--- src/rtl/upd_cycle_pkg.sv ---
package upd_cycle_pkg;
  typedef enum logic [1:0] {
    PH_IDLE = 2'd0,
    PH_LEAD = 2'd1,
    PH_UPD  = 2'd2
  } phase_e;
endpackage

--- src/rtl/upd_cycle_seq.sv ---
module upd_cycle_seq
  import upd_cycle_pkg::*;
#(
  parameter int LEAD_TICKS = 8,
  parameter int UPD_TICKS  = 2
) (
  input  logic clk,
  input  logic rst_n,
  input  logic slow_tick,
  input  logic sec_tick,
  input  logic inhibit,
  output logic busy,
  output logic cnt_strobe,
  output logic upd_done
);
  localparam int MAXT = (LEAD_TICKS > UPD_TICKS) ? LEAD_TICKS : UPD_TICKS;
  localparam int CW   = $clog2(MAXT + 1);
  localparam logic [CW-1:0] LEAD_LAST = CW'(LEAD_TICKS - 1);
  localparam logic [CW-1:0] UPD_LAST  = CW'(UPD_TICKS - 1);

  phase_e        phase_q, phase_d;
  logic [CW-1:0] cnt_q, cnt_d;
  logic          strobe_d;

  always_comb begin
    phase_d  = phase_q;
    cnt_d    = cnt_q;
    strobe_d = 1'b0;
    upd_done = 1'b0;
    unique case (phase_q)
      PH_IDLE: begin
        if (sec_tick) begin
          phase_d = PH_LEAD;
          cnt_d   = '0;
        end
      end
      PH_LEAD: begin
        if (slow_tick) begin
          if (cnt_q == LEAD_LAST) begin
            phase_d  = PH_UPD;
            cnt_d    = '0;
            strobe_d = ~inhibit;
          end else begin
            cnt_d = cnt_q + 1'b1;
          end
        end
      end
      PH_UPD: begin
        if (slow_tick) begin
          if (cnt_q == UPD_LAST) begin
            phase_d  = PH_IDLE;
            cnt_d    = '0;
            upd_done = 1'b1;
          end else begin
            cnt_d = cnt_q + 1'b1;
          end
        end
      end
      default: begin
        phase_d = PH_IDLE;
        cnt_d   = '0;
      end
    endcase
  end

  always_ff @(posedge clk or negedge rst_n) begin
    if (!rst_n) begin
      phase_q    <= PH_IDLE;
      cnt_q      <= '0;
      cnt_strobe <= 1'b0;
    end else begin
      phase_q    <= phase_d;
      cnt_q      <= cnt_d;
      cnt_strobe <= strobe_d;
    end
  end

  assign busy = (phase_q != PH_IDLE);
endmodule

--- src/rtl/upd_cycle_flag.sv ---
module upd_cycle_flag (
  input  logic clk,
  input  logic rst_n,
  input  logic upd_done,
  input  logic flag_clr,
  input  logic upd_ie,
  input  logic inhibit,
  output logic done_flag,
  output logic irq
);
  always_ff @(posedge clk or negedge rst_n) begin
    if (!rst_n)        done_flag <= 1'b0;
    else if (upd_done) done_flag <= 1'b1;
    else if (flag_clr) done_flag <= 1'b0;
  end

  assign irq = done_flag & upd_ie & ~inhibit;
endmodule

--- src/rtl/upd_cycle_ctl.sv ---
module upd_cycle_ctl #(
  parameter int LEAD_TICKS = 8,
  parameter int UPD_TICKS  = 2
) (
  input  logic clk,
  input  logic rst_n,
  input  logic slow_tick,
  input  logic sec_tick,
  input  logic upd_ie,
  input  logic inhibit,
  input  logic flag_clr,
  output logic busy,
  output logic cnt_strobe,
  output logic done_flag,
  output logic irq
);
  logic upd_done;

  upd_cycle_seq #(
    .LEAD_TICKS(LEAD_TICKS),
    .UPD_TICKS (UPD_TICKS)
  ) u_seq (
    .clk       (clk),
    .rst_n     (rst_n),
    .slow_tick (slow_tick),
    .sec_tick  (sec_tick),
    .inhibit   (inhibit),
    .busy      (busy),
    .cnt_strobe(cnt_strobe),
    .upd_done  (upd_done)
  );

  upd_cycle_flag u_flag (
    .clk      (clk),
    .rst_n    (rst_n),
    .upd_done (upd_done),
    .flag_clr (flag_clr),
    .upd_ie   (upd_ie),
    .inhibit  (inhibit),
    .done_flag(done_flag),
    .irq      (irq)
  );
endmodule

--- config.mk ---
export PLATFORM = sky130hd
export DESIGN_NAME = upd_cycle_ctl
export DESIGN_NICKNAME = d
export VERILOG_FILES = /design/src/rtl/upd_cycle_pkg.sv /design/src/rtl/upd_cycle_seq.sv /design/src/rtl/upd_cycle_flag.sv /design/src/rtl/upd_cycle_ctl.sv
export SDC_FILE = /design/constraint.sdc
export NUM_CORES = 1
export LEC_CHECK = 0
export ABC_AREA = 1
export BUFFER_PORTS_ARGS = -buffer_cell sky130_fd_sc_hd__buf_2
export CELL_PAD_IN_SITES_DETAIL_PLACEMENT = 1
export CELL_PAD_IN_SITES_GLOBAL_PLACEMENT = 2
export CORE_MARGIN = 4
export CORE_UTILIZATION = 30
export DETAILED_ROUTE_END_ITERATION = 6
export HOLD_SLACK_MARGIN = 0.15
export PLACE_DENSITY_LB_ADDON = 0.1
export REMOVE_ABC_BUFFERS = 1
export SYNTH_ARGS = -nofsm -noshare
export SYNTH_HDL_FRONTEND = slang
export SYNTH_HIERARCHICAL = 1
export SYNTH_SLANG_ARGS = --single-unit
--- constraint.sdc ---
create_clock -name clk -period 2.4 [get_ports clk]
set_input_delay 0.12 -clock clk [delete_from_list [all_inputs] [get_ports clk]]
set_output_delay 0.12 -clock clk [all_outputs]
set_load 0.02 [all_outputs]
## Word level (Yosys, flattened, before mapping)

Index checks and enable logic that the tools add are counted.

- Register bits after elaboration: 8
- Bits in latches: 0
- Bits in writable memories: 0
- ROM bits: 0
- Bits of input ports: 7
- Output and inout port bits: 4
- Logic and storage cells: 42
- Memories: 0

- $add $sub $neg: 1
- $mul: 0
- Divide/modulo/power cells: 0
- Magnitude comparators: 0
- Equal/unequal tests: 9
- Shift-type cells: 0
- Mux-type cells: 20
- Bitwise gates (word level): 3
- Reductions and logical operators: 5

Operators with widths:

| kind | number |
|---|---|
| two-way mux 4 bit | 5 |
| one-hot mux 4 bit (3 select lines) | 1 |
| two-way mux 2 bit | 5 |
| two-way mux 1 bit | 8 |
| inequality test 2 bit (second input constant) | 3 |
| one-hot mux 2 bit (3 select lines) | 1 |
| AND reduction 5 bit | 1 |
| adder 4 x 1 -> 4 bit (second input constant) | 1 |
| equality test 4 x 1 -> 1 bit (second input constant) | 1 |
| equality test 4 x 3 -> 1 bit (second input constant) | 1 |
| inequality test 2 x 1 -> 1 bit (second input constant) | 2 |
| nonzero test 2 bit | 2 |
| AND reduction 3 bit | 1 |
| bitwise AND 1 bit | 2 |
| equality test 2 x 1 -> 1 bit (second input constant) | 1 |
| equality test 2 bit (second input constant) | 1 |
| logical NOT 2 bit | 1 |
| inverter 1 bit | 1 |

## Depth between registers and ports, before layout

Gate-level depths: netlist (run 1).

- Depth after elaboration: 5
- Depth in mapped cells: 8
- Gate-level depth less buffers: 8

## Hierarchy

The synthesis (run 1) kept the hierarchy.

By module, submodules not included:

| module | times used | cells each | area an instance (um^2) | seq. area each (um^2) |
|---|---|---|---|---|
| upd_cycle_seq | 1 | 69 | 508.0 | 175.2 |
| upd_cycle_flag | 1 | 7 | 50.0 | 25.0 |

## Least setup slack after synthesis (run 1)

No wires, ideal clock.

- Path kind: register to register
- From: register u_seq.phase_q[0]
- To: register u_seq.cnt_q[0]
- Setup time: 0.065 ns
- Arrival time: 1.148 ns
- Data required time: 2.335 ns
- Slack: 1.187 ns
- Stages on the path, launching flop included: 8
- Buffers on the path: 0
- Clock period less this slack: 1.213 ns
- Cells stage by stage: dfrtp_1 -> inv_1 -> ha_1 -> o21ai_2 -> nand2_2 -> nor2_2 -> nand3b_1 -> nand2_1

- Cells in the longest elaborated chain, start to end: 3
- Elaborated cells between the ends (all ways): 8
- Those cells by class: 5 x eq/ne; 1 x mux; 2 x reduce/logical

RTL lines:

| item | line | text |
|---|---|---|
| from (decl) | upd_cycle_seq.sv:21 | `phase_e phase_q, phase_d;` |
| from (signal assigned) | upd_cycle_seq.sv:72 | `phase_q <= phase_d;` |
| equality test 2 bit (tied with other cells) | upd_cycle_seq.sv:30 | `unique case (phase_q)` |
| inequality test 2 bit (no source line) | -- |  |
| AND reduction 3 bit (no source line) | -- |  |
| to (signal assigned) | upd_cycle_seq.sv:73 | `cnt_q <= cnt_d;` |
| to (decl) | upd_cycle_seq.sv:22 | `logic [CW-1:0] cnt_q, cnt_d;` |

Several ways; a longest one is shown, not always the timed one.
A chain may end at the register's enable or synchronous reset.

## Final worst setup path (run 1)

- From: register u_seq.phase_q[0]
- To: register u_seq.cnt_q[1]

The elaborated chain is that of the path after synthesis.

==> metrics.md, run 1 <==
| Metric | Value |
|---|---|
| Commonest non-fill, non-tap cell in the layout | `nand2_1` |
| Endpoint type of the worst setup path | `flip-flop` |
| Outcome | `complete, no violations` |
| Fin cells | `117` |
| Nets | `107` |
| Yosys top cell area share | `35.9%` |
| Worst skew pair latency | `0.25 ns` |
| Routed wire length per instance | `11.7 um` |
| Pre-Repair DR Iteration Count | `3` |
| Worst Skew | `0.000337 ns` |
| GPL Wtd Cong | `0.731` |
| Family with the most delay on the worst path | `simple AND/OR/NAND/NOR gates` |
| Die width | `51.1 um` |
| Fin Hold WS | `0.209 ns` |
| Max clock buf depth | `2` |
| H-tree depth | `1` |
| I/O pin total | `11` |
| Period utilization | `58.2%` |
| Worst min-delay path category | `input port to flip-flop` |
| Port Buffer Count | `10` |
| Vias in the first global route | `569` |
| Post-route ant nets | `0` |
| CP cell instances | `inv_1 -> ha_1 -> o21ai_2 -> nand2_2 -> nor2_2 -> nand3b_1 -> nand2_1` |
| WP data arrival | `1.59 ns` |
| Final setup margin | `1.00 ns` |
| Largest net degree at the start of global routing | `9` |
| Setup bufs post-CTS | `0` |
| Post-synthesis sequential area ratio | `35.9%` |
| TritonCTS buffer count | `3` |
| Critical path startpoint category | `flip-flop` |
| Yosys reg bits | `8` |
| Most frequent cells in the layout | `nand2_1, inv_1, buf_2, dfrtp_1` |
| Row cnt | `15` |
| # resized after CTS | `0` |
| Least-Margin Pin Slew | `0.215 ns` |
| Post-DP HPWL | `1.08 mm` |
| WS Path Type | `flip-flop to flip-flop` |
| Antenna cell count | `0` |
| Synthesized area | `558 um^2` |
| PwrDens | `955 nW/um^2` |
| Cell variety after synth | `14` |
| Largest area contributor in the netlist | `dfrtp_1` |
| Die footprint | `2610 um^2` |
| Fin. Hold Viols | `0` |
| Clock root buffer | `clkbuf_4` |
| Critical path's slowest cell | `dfrtp_1` |
| Final-layout fill cell count | `228` |
| Core ar. | `1750 um^2` |
| Initial antenna violation count | `0` |
| First-pass GRT wire length | `2.48 mm` |
| Syn-to-layout area delta | `24.0%` |
| LEAKAGE | `0.000385 uW` |
| Total power | `661 uW` |
| Max Freq | `0.716 GHz` |
| Initial Utilization | `32.0%` |
| Relative slew margins | `85.5%` |
| Clock-pin slew on the worst setup and hold paths | `0.06 ns` |
| GRT Residual Overflow | `0` |
| CP Max Fanout | `5` |
| Max-cap viol count | `0` |
| Die Y | `51.1 um` |
| Syn Area/Cell | `7.34 um^2` |
| Setup TNS | `0 ns` |
| Pre-CTS setup slack | `1.01 ns` |
| Hold_buf cts | `3` |
| Vias | `522` |
| Drt total wl | `1.37 mm` |
| DRC | `0` |
| Critical Path Max Stage Delay | `0.37 ns` |
| Finish-stage setup viols | `0` |
| Post-Place Cells | `111` |
| Peak supply drop | `0.441 mV` |
| WP data required | `2.60 ns` |
| TritonCTS clock tree | `yes` |
| Post-synthesis cell count | `76` |
| Number of DRC markers in iteration 0 | `5` |
| GRT Total Usage | `12.9%` |
| Buf/Inv on CP | `1` |
| Vias per inst | `4.46` |
| Top cells by area, synth | `dfrtp_1, nand2_1, ha_1, inv_1, nand3_1` |
| Final min period | `1.40 ns` |
| Layout cells sized above 1 | `23.9%` |
| Final Max Tran Viols | `0` |
| Sink Count | `8` |
| Unrepaired setup endpoints after global routing | `no` |
| Warnings, synthesis | `6` |
state kept, by name, indices dropped and copies added (netlist names):
register,cells
u_flag/done_flag,1
u_seq/phase_q,2
u_seq/cnt_strobe,1
u_seq/cnt_q,4
logic make-up (layout without fill, tap and decap cells):
| family | Yosys count | count (layout) | synth area share [%] |
|---|---|---|---|
| compound gates | 1 | 1 | 1.57 |
| flops | 8 | 8 | 35.9 |
| buf+inv | 14 | 30 | 9.42 |
| simple gates | 47 | 47 | 39.7 |
| fa+ha+maj | 6 | 6 | 13.5 |
worst paths after layout:
path                            slack (ns)                      endpoint  cells past startpoint                    startpoint
worst min register to register        0.51  u_flag/done_flag$_DFFE_PN0P_                      2  u_flag/done_flag$_DFFE_PN0P_
worst min-delay path                  0.21    u_seq/cnt_strobe$_DFF_PN0_                      3                     slow_tick
worst max-delay path                  1.00    u_seq/cnt_q[1]$_DFFE_PN0P_                      7  u_seq/phase_q[0]$_DFFE_PN0P_
min in group asynchronous             0.24    u_seq/cnt_strobe$_DFF_PN0_                      2                         rst_n
max in group asynchronous             1.97    u_seq/cnt_q[2]$_DFFE_PN0P_                      2                         rst_n
worst max register to register        1.00    u_seq/cnt_q[1]$_DFFE_PN0P_                      7  u_seq/phase_q[0]$_DFFE_PN0P_
power by group:
part,internal [uW],switching (uW)
logic,129,235
registers,161,24.8
clock network,57.8,53.0
cells in the mapped netlist, drive strengths merged:
cell	number
nand3b	2
inv	14
o21ai	1
nor3	1
dfrtp	8
nand2	29
nor2	6
nand3	7
nor4	1
nand4	1
ha	6
layout make-up:
type                    instances  area, um^2  area share (%)
flip-flops and latches          8         200            28.9
multi-input cells              54         305            44.1
clock buffers                   3        22.5            3.25
repair buffers                 13        80.1            11.6
inverters                      14        52.6            7.59
well taps                      25        31.3            4.52
tightest hold or removal path: cells and delay by family:
kind | cells | cell delay, ns
buffers and inverters | 2 | 0.23
and+or+nand+nor | 1 | 0.07
per-layer routing:
layer	routed length [um]	GRT usage, %
met5	0	0
met4	14	5.38
met2	644	20.8
met3	58	3.50
met1	651	16.1
metrics by stage:
step | area, um^2 | util [%]
finish | 692 | 39.6
global route | 692 | 39.6
CTS | 692 | 39.6
detailed placement | 639 | 36.6
global placement | 639 | 36.6
floorplan | 558 | -
(Power assumes the default switching activity.)
==> run 2: changes to the inputs <==
CORE_UTILIZATION = 25   (was 30)
clock period = 1.17 ns   (was 2.4 ns; I/O delays follow)
==> run 2 against run 1 <==
The run now ends with negative setup slack left; sequential power increased by 120%; critical endpoint unchanged; cell area increased by 33%; first-iteration DRC count increased by 120%; flip-flop and latch count unchanged; combinational power increased to 3.6 times the previous value; clock skew increased by 0.0040 ns; critical path type unchanged; hold slack got worse by 0.034 ns; largest cell class unchanged; count of clock-buffer cells in the layout unchanged; die area increased by 17%; sequential share of layout area decreased by 7.1 points; non-clock buffer count increased by 16; global-route usage decreased by 1.8 points.
==> metrics.md, run 2 (synthesis gave the netlist of run 1 again) <==
| Metric | Value |
|---|---|
| WP data arrival | `1.46 ns (was 1.59 ns)` |
| DRC | `0 (unchanged)` |
| Biggest register | `u_seq/cnt_q (unchanged)` |
| Max-cap viol count | `0 (unchanged)` |
| First-pass GRT wire length | `2.69 mm (was 2.48 mm)` |
| TritonCTS clock tree | `yes (unchanged)` |
| Core ar. | `2040 um^2 (was 1750 um^2)` |
| Critical path's slowest cell | `dfrtp_1 (unchanged)` |
| Post-Route M1 WL | `641 um (was 651 um)` |
| Fin. Hold Viols | `0 (unchanged)` |
| GRT Residual Overflow | `0 (unchanged)` |
| H-tree depth | `1 (unchanged)` |
| Most frequent cells in the layout | `nand2_1, buf_4, inv_1, buf_2, dfrtp_1 (was nand2_1, inv_1, buf_2, dfrtp_1)` |
| Vias in the first global route | `599 (was 569)` |
| Unrepaired setup endpoints after global routing | `yes (was no)` |
| Final setup margin | `-0.134 ns (was 1.00 ns)` |
| PwrDens | `2110 nW/um^2 (was 955 nW/um^2)` |
| Fin area | `921 um^2 (was 692 um^2)` |
| Max layer used | `met4 (unchanged)` |
| Number of DRC markers in iteration 0 | `11 (was 5)` |
| Fin Hold WS | `0.175 ns (was 0.209 ns)` |
| Vias per inst | `4.25 (was 4.46)` |
| Post-DP HPWL | `1.14 mm (was 1.08 mm)` |
| Post-Place Cells | `124 (was 111)` |
| Initial antenna violation count | `0 (unchanged)` |
| Largest regs | `u_seq/cnt_q: 4 flops, u_seq/phase_q: 2 flops (unchanged)` |
| Gate power share | `67.5% (was 55.1%)` |
| Outcome | `complete, but fails checks (was complete, no violations)` |
| Setup TNS | `-0.663 ns (was 0 ns)` |
| Drt total wl | `1.55 mm (was 1.37 mm)` |
| DR WL met3 | `73 um (was 58 um)` |
| Sink Count | `8 (unchanged)` |
| Internal power | `1080 uW (was 348 uW)` |
| Final Max Tran Viols | `0 (unchanged)` |
| Buf/Inv on CP | `2 (was 1)` |
| Max Freq | `0.767 GHz (was 0.716 GHz)` |
| CP Max Fanout | `5 (unchanged)` |
| Relative slew margins | `85.3% (was 85.5%)` |
| Port Buffer Count | `10 (unchanged)` |
| Largest register FFs | `4 (unchanged)` |
| Peak supply drop | `1.10 mV (was 0.441 mV)` |
| Worst min-delay path category | `input port to async pin (was input port to flip-flop)` |
| Finish-stage setup viols | `7 (was 0)` |
| Fin cells | `135 (was 117)` |
| I/O pin total | `11 (unchanged)` |
| Worst skew pair latency | `0.27 ns (was 0.25 ns)` |
| Clock root buffer | `clkbuf_4 (unchanged)` |
| Nets | `123 (was 107)` |
| WS Path Type | `flip-flop to flip-flop (unchanged)` |
| Syn-to-layout area delta | `65.0% (was 24.0%)` |
| Die Y | `55.2 um (was 51.1 um)` |
| Clock power share | `11.7% (was 16.8%)` |
| Sw Share | `44.5% (was 47.4%)` |
| Initial Utilization | `27.3% (was 32.0%)` |
| Layout cells sized above 1 | `48.1% (was 23.9%)` |
| Violated checks | `negative setup slack` |
| Pre-Repair DR Iteration Count | `2 (was 3)` |
| LEAKAGE | `0.000480 uW (was 0.000385 uW)` |
| Largest net degree at the start of global routing | `9 (unchanged)` |
| Routed wire length per instance | `11.5 um (was 11.7 um)` |
| Post-route ant nets | `0 (unchanged)` |
| Die width | `55.2 um (was 51.1 um)` |
| Endpoint type of the worst setup path | `flip-flop (unchanged)` |
| Worst Skew | `0.00433 ns (was 0.000337 ns)` |
| Row cnt | `16 (was 15)` |
| CP dominant cell by count | `nand2_4` |
| Commonest non-fill, non-tap cell in the layout | `nand2_1 (unchanged)` |
| Clock-pin slew on the worst setup and hold paths | `0.06 ns (about the same)` |
| Final min period | `1.30 ns (was 1.40 ns)` |
| Family with the most delay on the worst path | `flip-flops (was simple AND/OR/NAND/NOR gates)` |
| CP cell instances | `inv_2 -> ha_4 -> nand2_4 -> buf_4 -> nand2_4 -> nor2_4 -> nand3b_1 -> nand2_1 (was inv_1 -> ha_1 -> o21ai_2 -> nand2_2 -> nor2_2 -> nand3b_1 -> nand2_1)` |
| Critical Path Max Stage Delay | `0.43 ns (was 0.37 ns)` |
| Least-Margin Pin Slew | `0.219 ns (was 0.215 ns)` |
| GRT Total Usage | `11.1% (was 12.9%)` |
| Critical path startpoint category | `flip-flop (unchanged)` |
| Die footprint | `3050 um^2 (was 2610 um^2)` |
| GPL Wtd Cong | `0.763 (was 0.731)` |
| Reg power frac | `20.8% (was 28.1%)` |
| Vias | `574 (was 522)` |
| Dpl cell area | `724 um^2 (was 639 um^2)` |
| Max clock buf depth | `2 (unchanged)` |
| Switching power | `865 uW (was 313 uW)` |
| Antenna cell count | `0 (unchanged)` |
| Period utilization | `111% (was 58.2%)` |
| Post-layout util | `45.1% (was 39.6%)` |
| TritonCTS buffer count | `3 (unchanged)` |
| Met2 routed WL | `828 um (was 644 um)` |
| WP data required | `1.32 ns (was 2.60 ns)` |
run 2: changes by cell type in the layout (fill, tap and decap cells not counted), sizes merged:
| cell | delta |
|---|---|
| buf | +16 |
run 2: path summary, 6_finish.rpt:
kind | start | to | slack (ns) | depth (start not counted)
max | u_seq/phase_q[1]$_DFFE_PN0P_ | u_seq/cnt_q[1]$_DFFE_PN0P_ | -0.13 | 8
min | rst_n | u_flag/done_flag$_DFFE_PN0P_ | 0.18 | 2
max reg2reg | u_seq/phase_q[1]$_DFFE_PN0P_ | u_seq/cnt_q[1]$_DFFE_PN0P_ | -0.13 | 8
min reg2reg | u_flag/done_flag$_DFFE_PN0P_ | u_flag/done_flag$_DFFE_PN0P_ | 0.51 | 2
max in group asynchronous | rst_n | u_seq/phase_q[0]$_DFFE_PN0P_ | 0.80 | 2
min in group clk | slow_tick | u_seq/cnt_strobe$_DFF_PN0_ | 0.19 | 3
run 2: stage by stage:
step                worst slack [ns]  power [uW]
finish                        -0.134        1940
global route                  -0.236        2150
CTS                           -0.143        1650
detailed placement            -0.205        1280
global placement              -0.222        1270
floorplan                    -0.0429         938
run 2: worst register-to-register path, stage by stage (launching register included):
cell and delay [ns]:
dfrtp_1 0.43, inv_2 0.13, ha_4 0.16, nand2_4 0.06, buf_4 0.14, nand2_4 0.10
nor2_4 0.05, nand3b_1 0.08, nand2_1 0.05
run 2: power groups by stage:
stage	Clock, uW	Sequential [uW]	Combinational (uW)
after floorplan	0	377	561
after CTS	231	382	1040
after global placement	0	381	888
after detailed placement	0	380	895
after global routing	254	417	1480
final	227	404	1310
run 2: area by class of cell:
class | instances | area [um^2]
clock buffers | 3 | 22.5
fillers | 267 | 1120
inverters | 14 | 57.6
multi-input cells | 54 | 405
well taps | 27 | 33.8
flip-flops and latches | 8 | 201
repair buffers | 29 | 200
run 2: metal layers:
| layer | vias to the layer above | track usage [%] |
|---|---|---|
| met5 | - | 0 |
| met4 | 0 | 2.08 |
| met3 | 2 | 5.13 |
| met2 | 11 | 19.4 |
| met1 | 264 | 12.3 |
| li1 | 297 | - |
run 2: what timing repair did:
item / 4_1_cts / 5_1_grt
pin swaps: 5 / 11
hold endpoints to repair: 10 / 0
resized for setup: 10 / 16
hold buffers: 3 / 0
setup buffers: 1 / 4
setup endpoints to repair: 9 / 9
